$ cat src/rtl/tbclr_pkg.sv
package tbclr_pkg;

    localparam int          BYTE_W   = 8;
    localparam logic [7:0]  KEY_ARM  = 8'hA5;
    localparam logic [7:0]  KEY_FIRE = 8'h5A;
    localparam logic [7:0]  RD_FILL  = 8'h00;

    typedef enum logic {
        TRK_IDLE  = 1'b0,
        TRK_ARMED = 1'b1
    } trk_state_e;

    typedef enum logic [1:0] {
        KEY_NONE  = 2'd0,
        KEY_ISARM = 2'd1,
        KEY_ISFIRE = 2'd2,
        KEY_OTHER = 2'd3
    } key_kind_e;

    typedef struct packed {
        logic              hit;
        logic [BYTE_W-1:0] data;
    } key_wr_t;

    function automatic key_kind_e classify(key_wr_t w);
        if (!w.hit)                 return KEY_NONE;
        else if (w.data == KEY_ARM) return KEY_ISARM;
        else if (w.data == KEY_FIRE) return KEY_ISFIRE;
        else                        return KEY_OTHER;
    endfunction

    function automatic trk_state_e next_state(trk_state_e s, key_kind_e k);
        case (k)
            KEY_NONE:  return s;
            KEY_ISARM: return TRK_ARMED;
            default:   return TRK_IDLE;
        endcase
    endfunction

endpackage

$ cat src/rtl/tbclr_key_tracker.sv
module tbclr_key_tracker
    import tbclr_pkg::*;
(
    input  logic    clk,
    input  logic    rst,
    input  key_wr_t wr,
    output logic    armed,
    output logic    fire
);

    trk_state_e st_q;
    trk_state_e st_d;
    key_kind_e  kind;

    always_comb begin
        kind = classify(wr);
        st_d = next_state(st_q, kind);
        fire = (st_q == TRK_ARMED) && (kind == KEY_ISFIRE);
    end

    always_ff @(posedge clk) begin
        if (rst) st_q <= TRK_IDLE;
        else     st_q <= st_d;
    end

    assign armed = (st_q == TRK_ARMED);

endmodule

$ cat src/rtl/tbclr_counter.sv
module tbclr_counter #(
    parameter int CNT_W = 20
) (
    input  logic             clk,
    input  logic             rst,
    input  logic             clr,
    output logic [CNT_W-1:0] count
);

    localparam logic [CNT_W-1:0] ONE = CNT_W'(1);

    logic [CNT_W-1:0] cnt_q;

    always_ff @(posedge clk) begin
        if (rst || clr) cnt_q <= '0;
        else            cnt_q <= cnt_q + ONE;
    end

    assign count = cnt_q;

endmodule

$ cat src/rtl/tbclr_tap_bank.sv
module tbclr_tap_bank #(
    parameter int NUM_TAPS = 4
) (
    input  logic                clk,
    input  logic                rst,
    input  logic [NUM_TAPS-1:0] taps_now,
    output logic [NUM_TAPS-1:0] level,
    output logic [NUM_TAPS-1:0] rise
);

    logic [NUM_TAPS-1:0] level_q;
    logic [NUM_TAPS-1:0] rise_q;

    for (genvar i = 0; i < NUM_TAPS; i++) begin : g_tap
        always_ff @(posedge clk) begin
            if (rst) begin
                level_q[i] <= 1'b0;
                rise_q[i]  <= 1'b0;
            end else begin
                level_q[i] <= taps_now[i];
                rise_q[i]  <= taps_now[i] & ~level_q[i];
            end
        end
    end

    assign level = level_q;
    assign rise  = rise_q;

endmodule

$ cat src/rtl/timebase_keyclr.sv
module timebase_keyclr
    import tbclr_pkg::*;
#(
    parameter int                      CNT_W    = 20,
    parameter int                      ADDR_W   = 12,
    parameter logic [ADDR_W-1:0]       CLR_ADDR = 12'h483,
    parameter int                      NUM_TAPS = 4,
    parameter logic [NUM_TAPS*8-1:0]   TAP_POS  = {8'd19, 8'd17, 8'd14, 8'd11}
) (
    input  logic                clk,
    input  logic                rst,
    input  logic [ADDR_W-1:0]   bus_addr,
    input  logic                bus_wr,
    input  logic                bus_rd,
    input  logic [7:0]          bus_wdata,
    output logic [7:0]          bus_rdata,
    output logic [CNT_W-1:0]    count,
    output logic [NUM_TAPS-1:0] tap_level,
    output logic [NUM_TAPS-1:0] tap_rise
);

    logic                addr_hit;
    key_wr_t             key_wr;
    logic                trk_armed;
    logic                clr_fire;
    logic [NUM_TAPS-1:0] taps_now;

    assign addr_hit   = (bus_addr == CLR_ADDR);
    assign key_wr.hit  = bus_wr && addr_hit;
    assign key_wr.data = bus_wdata;

    // Reads are inert; the register returns a fixed pattern.
    assign bus_rdata = (bus_rd && addr_hit) ? RD_FILL : 8'h00;

    tbclr_key_tracker u_trk (
        .clk   (clk),
        .rst   (rst),
        .wr    (key_wr),
        .armed (trk_armed),
        .fire  (clr_fire)
    );

    tbclr_counter #(.CNT_W(CNT_W)) u_cnt (
        .clk   (clk),
        .rst   (rst),
        .clr   (clr_fire),
        .count (count)
    );

    for (genvar i = 0; i < NUM_TAPS; i++) begin : g_sel
        localparam int P = int'(TAP_POS[i*8 +: 8]);
        assign taps_now[i] = count[P];
    end

    tbclr_tap_bank #(.NUM_TAPS(NUM_TAPS)) u_taps (
        .clk      (clk),
        .rst      (rst),
        .taps_now (taps_now),
        .level    (tap_level),
        .rise     (tap_rise)
    );

endmodule

$ cat config.mk
export PLATFORM = sky130hd
export DESIGN_NAME = timebase_keyclr
export DESIGN_NICKNAME = d
export VERILOG_FILES = /design/src/rtl/tbclr_pkg.sv /design/src/rtl/tbclr_key_tracker.sv /design/src/rtl/tbclr_counter.sv /design/src/rtl/tbclr_tap_bank.sv /design/src/rtl/timebase_keyclr.sv
export SDC_FILE = /design/constraint.sdc
export NUM_CORES = 1
export LEC_CHECK = 0
export BUFFER_PORTS_ARGS = -buffer_cell sky130_fd_sc_hd__buf_4
export CAP_MARGIN = 20
export CORE_ASPECT_RATIO = 1.1
export CORE_MARGIN = 2
export CORE_UTILIZATION = 35
export DETAILED_ROUTE_END_ITERATION = 8
export MAX_ROUTING_LAYER = met4
export SLEW_MARGIN = 10
export SYNTH_ARGS = -nofsm -noshare
export SYNTH_HDL_FRONTEND = slang
export SYNTH_SLANG_ARGS = --single-unit
$ cat constraint.sdc
create_clock -name clk -period 1.4 [get_ports clk]
set_input_delay 0.07 -clock clk [delete_from_list [all_inputs] [get_ports clk]]
set_output_delay 0.07 -clock clk [all_outputs]
set_load 0.01 [all_outputs]
==> reports/metrics.csv, run 1 <==
stage,metric,value,unit
critical_path,worstPathCellList,ha_4 > and4_4 > nand3_4 > or4_4 > a21oi_2,
final_layout,fin_nets,242,
drt,wl,3.306,mm
final_layout,mostFrequentLayoutCell,buf_4,
final_layout,area_growth,53.86,%
clock_tree,cts_root_buffer,clkbuf_8,
hold_path,hp-class,in -> reg,
critical_path,path_max_fanout,3,
run_status,status,finished clean,
critical_path,cp_slowest_cell,or4_4,
sta,hold_violations,0,
placed_design,place.port_buffers,50,
drt,drc,0,
global_route,grt_max_degree,21,
critical_path,end_kind,flop,
clock_tree,htree_levels,2,
logic_synthesis,synthAdderAreaFrac,0.9302,%
clock_tree,cts_tree,yes,
logic_synthesis,ys_seq_area_share,43.16,%
final_layout,n_antenna_cell,0,
final_layout,filler_cell_count,354,
floorplan,io_pins,60,
clock_tree,clk_pin_slew,0.06,ns
global_route,grt_pass1_vias,1285,
logic_synthesis,synth_simple_gate_area_share,32.37,%
global_route,grt_pass1_wl,5.740,mm
pwr,ir_drop,0.5906,mV
clock_tree,clk_latency,0.28,ns
drt,wl_per_cell,12.34,um
floorplan,fp.coreArea,3655,um2
pwr,power_density,794.0,nW/um2
placed_design,hpwl,2.631,mm
final_layout,final_cell_mix,"buf_4 (75), dfxtp_1 (18), nor2_1 (16)",
sta,worst_slack,0.005465,ns
global_route,antenna_found_initial,0,
global_route,grt_usage,16.75,%
sta,maxClockFrequency,717.1,MHz
logic_synthesis,syn_area,1345,um2
clock_tree,clk_path_buf_depth,2,
final_layout,multi_input_area,714.4,um2
placed_design,pre_cts_ws,-0.1125,ns
sta,fin_crit_sh,99.61,%
logic_synthesis,synth_top_family_by_area,simple AND/OR/NAND/NOR gates,
job,cap_violations,0,
logic_synthesis,avgSynthCellArea,9.607,um2
critical_path,cpPeakStageDelay,0.42,ns
logic_synthesis,synthCells,140,
logic_synthesis,synth.area.mux_share,0,%
sta,drv_slew,0,
sta,fin_worst_skew,0.004394,ns
final_layout,drive_gt1_share,49.54,%
drt,ant_nets,0,
floorplan,die_area,4355,um2
critical_path,arrival,1.62,ns
global_route,grt_overflow,0,
sta,grt_setup_unrepaired,true,
sta,fin_crit,1.395,ns
clock_tree,numCtsBuffers,5,
drt,avgViaCountPerCell,4.724,
sta,whs,0.09236,ns
final_layout,seq_area,601.8,um2
floorplan,die_w,63.11,um
floorplan,die_h,69.02,um
pwr,leakage,0.0009491,uW
logic_synthesis,synth-seq-cells,29,
critical_path,startpoint_type,flop,
critical_path,crit_type,reg -> reg,
critical_path,required,1.62,ns
floorplan,num_rows,23,
drt,vias,1266,
logic_synthesis,synth_xor_area_share,9.116,%
sta,setup_viol,0,
placed_design,place.gp.congestion,0.7463,
drt,drtIter0Drc,34,
logic_synthesis,synth.distinct_cells,31,
floorplan,initial_core_util,36.80,%
drt,first_pass_iters,4,
clock_tree,cts_sinks,29,
logic_synthesis,yosys_warnings,0,
logic_synthesis,synth-compound-area-share,5.581,%
## Yosys cell counts, drive strengths merged
| cell | count | area (um2) |
|---|---|---|
| ha | 1 | 12.51 |
| nand4b | 2 | 17.52 |
| dfxtp | 29 | 580.6 |
| and3 | 1 | 6.260 |
| nand3b | 2 | 15.01 |
| nand3 | 5 | 37.54 |
| nor3b | 1 | 7.510 |
| nand2 | 8 | 30.03 |
| buf | 14 | 103.9 |
| conb | 1 | 3.750 |
| xor2 | 13 | 113.9 |
| o41ai | 1 | 16.27 |
| a21oi | 5 | 36.29 |
| o21ai | 3 | 15.01 |
| nor2b | 8 | 50.05 |
| nor2 | 16 | 60.06 |
| nor4bb | 4 | 40.04 |
| or4 | 1 | 11.26 |
| nand4 | 7 | 58.81 |
| and2 | 2 | 12.51 |
| inv | 3 | 11.26 |
| or3 | 2 | 12.51 |
| and4 | 8 | 70.07 |
| o31ai | 1 | 7.510 |
| xnor2 | 1 | 8.760 |
| nor4 | 1 | 6.260 |
## report_power, final
group / internal, uW / switching [uW]
logic: 83.9 / 58.2
clock network: 342 / 320
registers: 831 / 8.71
total: 1260 / 386
## per-stage QoR
| stage | cell area (um2) | TNS [ns] | util (%) | cells | total power, uW |
|---|---|---|---|---|---|
| global placement | 1954 | -1.140 | 53.47 | 259 | 992.3 |
| finish | 2069 | 0 | 56.62 | 268 | 1643 |
| detailed placement | 1954 | -2.123 | 53.47 | 259 | 1000 |
| global route | 2069 | -0.07257 | 56.62 | 268 | 1723 |
| floorplan | 1405 | -0.08863 | - | 147 | 924.1 |
| CTS | 2057 | -0.009145 | 56.28 | 268 | 1678 |
## critical path: cells and delay by family, from the launching register on
kind / cells / cell delay (ns)
AOI/OAI and AO/OA: 1 / 0.11
DFF: 1 / 0.37
adders and majority gates: 1 / 0.13
and+or+nand+nor: 3 / 0.72
## per-layer routing
layer | vias to the layer above | global-route usage (%) | wire [um]
li1 | 623 | - | -
met1 | 592 | 16.77 | 1306
met2 | 48 | 30.02 | 1736
met3 | 3 | 5.546 | 228
met4 | 0 | 5.926 | 34
met5 | - | - | 0
## what timing repair did
item | 4_1_cts | 5_1_grt
pin swaps | 2 | 0
gates resized for setup | 4 | 5
endpoints found under the setup margin | 3 | 5
hold buffers | 1 | 0
hold endpoints to repair | 5 | 0
buffers inserted | 0 | 0
## final timing paths
| check | depth (start not counted) | slack [ns] | startpoint | to |
|---|---|---|---|---|
| max | 5 | 0.005 | u_cnt.count[1] | u_cnt.count[18] |
| min | 4 | 0.09 | bus_wdata[4] | u_trk.armed |
| max reg2reg | 5 | 0.005 | u_cnt.count[1] | u_cnt.count[18] |
| min reg2reg | 1 | 0.41 | u_taps.level[3] | u_taps.rise[3] |
## kinds of logic after synthesis
group,Yosys count
AO/OA/AOI/OAI,10
other,1
buffers and inverters,17
adder cells (fa/ha/maj),1
flip-flops,29
AND/OR/NAND/NOR,68
XOR/XNOR,14
## sequential cells by signal, indices dropped and copies added, names as in the netlist
signal        count
u_cnt.count      20
u_taps.level      4
u_taps.rise       4
u_trk.armed       1
## final cells by class
cell class / instances / share of cell area [%]
Clock buffer: 5 / 3.325
Sequential cell: 29 / 29.08
Tap cell: 50 / 3.023
Timing Repair Buffer: 77 / 28.66
Clock inverter: 3 / 0.8464
Inverter: 3 / 0.5441
Multi-Input combinational cell: 101 / 34.52
Note: power is estimated with default switching activity, not from simulation.
==> inputs of run 2 (changes only) <==
--- a/config.mk
+++ b/config.mk
@@ -7,9 +7,9 @@
 export LEC_CHECK = 0
 export BUFFER_PORTS_ARGS = -buffer_cell sky130_fd_sc_hd__buf_4
 export CAP_MARGIN = 20
-export CORE_ASPECT_RATIO = 1.1
 export CORE_MARGIN = 2
 export CORE_UTILIZATION = 35
+export CTS_BUF_LIST = sky130_fd_sc_hd__clkbuf_16
 export DETAILED_ROUTE_END_ITERATION = 8
 export MAX_ROUTING_LAYER = met4
 export SLEW_MARGIN = 10
==> run 2 against run 1 <==
Against the previous run: largest cell class unchanged; power is 19% higher; clock power is 46% higher; first-iteration DRC count shrank 21%.
==> reports/metrics.csv, run 2 (synthesized netlist as in run 1, its figures left out) <==
stage,metric,value,unit
final_layout,mostFrequentLayoutCell,buf_4,
critical_path,r2r_end,u_cnt.count[18],
global_route,grt_max_degree,21,
sta,fin_crit,1.394,ns
clock_tree,clk_latency,0.27,ns
critical_path,crit_type,reg -> reg,
final_layout,fin_nets,243,
critical_path,end_kind,flop,
sta,fin_worst_skew,0.005863,ns
final_layout,n_antenna_cell,0,
global_route,busiest_layer,met2,
final_layout,seq_area,599.3,um2
sta,fin_crit_sh,99.60,%
critical_path,startpoint_type,flop,
pwr,power_density,916.5,nW/um2
critical_path,rrSetupSlack,0.006,ns
hold_path,hold_depth,2,
global_route,use_met1,17.39,%
floorplan,die_area,4355,um2
clock_tree,clk_pin_slew,0.05,ns
sta,hold_violations,0,
placed_design,dp_cells,258,
run_status,status,finished clean,
pwr,ir_drop,0.5917,mV
critical_path,required,1.60,ns
placed_design,place.port_buffers,50,
hold_path,min_to,u_trk.armed,
clock_tree,cts_tree,yes,
global_route,grt_usage,16.73,%
final_layout,final_cell_count_no_fill,267,
clock_tree,clk_path_buf_depth,2,
global_route,antenna_found_initial,0,
clock_tree,cts_root_buffer,clkbuf_16,
global_route,grt_util_met3,4.429,%
placed_design,place_area,1959,um2
final_layout,area_growth,58.05,%
placed_design,pre_cts_ws,-0.1151,ns
global_route,grt_overflow,0,
global_route,grt_pass1_wl,5.464,mm
final_layout,multi_input_area,716.9,um2
clock_tree,hold_buffers,0,
hold_path,hp-class,in -> reg,
critical_path,rr_worst_depth,5,
clock_tree,htree_levels,2,
drt,ant_nets,0,
critical_path,arrival,1.60,ns
sta,drv_slew,0,
sta,whs,0.02295,ns
floorplan,die_w,65.99,um
placed_design,hpwl,2.593,mm
drt,drtIter0Drc,27,
floorplan,initial_core_util,36.47,%
final_layout,largest_register_ffs,20,
final_layout,fin_util,57.63,%
floorplan,num_rows,22,
final_layout,design_area,2126,um2
hold_path,hp-start,rst,
critical_path,r2r-start,u_cnt.count[0],
sta,worst_slack,0.005602,ns
drt,wl,3.257,mm
sta,setup_viol,0,
final_layout,final_cell_mix,"buf_4 (76), dfxtp_1 (18), nor2_1 (16)",
global_route,grt_pass1_vias,1271,
floorplan,die_h,65.99,um
critical_path,path_max_fanout,3,
final_layout,drive_gt1_share,48.86,%
clock_tree,cts_sinks,29,
drt,drc,0,
floorplan,io_pins,60,
drt,wl_per_cell,12.20,um
pwr,leakage,0.0009871,uW
final_layout,filler_cell_count,344,
global_route,use_met2,31.19,%
drt,vias,1261,
clock_tree,numCtsBuffers,5,
drt,first_pass_iters,5,
sta,maxClockFrequency,717.2,MHz
job,cap_violations,0,
floorplan,fp.coreArea,3689,um2
sta,grt_setup_unrepaired,true,
placed_design,place.gp.congestion,0.8206,
drt,avgViaCountPerCell,4.723,
run 2: stage by stage:
stage	total power, uW	setup TNS [ns]
after floorplan	924.1	-0.08863
after global placement	992.6	-0.9881
after detailed placement	1001	-2.045
after CTS	1965	-0.001431
after global routing	2020	-0.04663
final	1948	0
run 2: worst max-delay path: stages (launching register included):
cell	delay, ns
dfxtp_4	0.36
ha_4	0.13
and4_4	0.22
nand3_4	0.07
or4_4	0.41
a21oi_2	0.13
run 2: routing by layer:
layer  wire length [um]  part of all wire [%]  vias up
met1               1323                    41      599
met4                 16                  0.49        0
li1                   -                     -      623
met5                  0                     0        -
met3                188                   5.8        4
met2               1730                    53       35
run 2: worst max-delay path by stage:
stage | to | startpoint | cells after the start
2_1_floorplan | u_cnt.count[18] | u_cnt.count[1] | 6
3_3_place_gp | u_cnt.count[9] | bus_addr[8] | 6
3_5_place_dp | u_cnt.count[5] | bus_addr[3] | 6
4_1_cts | u_cnt.count[18] | u_cnt.count[0] | 5
5_1_grt | u_cnt.count[18] | u_cnt.count[0] | 5
6_report | u_cnt.count[18] | u_cnt.count[0] | 5
run 2: repair_timing:
action,4_1_cts,5_1_grt
setup endpoints to repair,1,4
buffers inserted,0,1
resized for setup,1,6
pin swaps,3,3
hold endpoints to repair,0,0
run 2: cell type report:
type,count,share of cell area [%]
Clock buffer,5,5.886
Sequential cell,29,28.19
Tap cell,48,2.825
Clock inverter,3,0.5297
Multi-Input combinational cell,101,33.73
Inverter,3,0.5297
Timing Repair Buffer,78,28.31
run 2: where the power goes:
group / leakage (uW) / internal, uW / switching [uW]
clock: 0.0000738 / 635 / 327
sequential: 0.000240 / 836 / 8.22
combinational: 0.000673 / 83.5 / 59.1
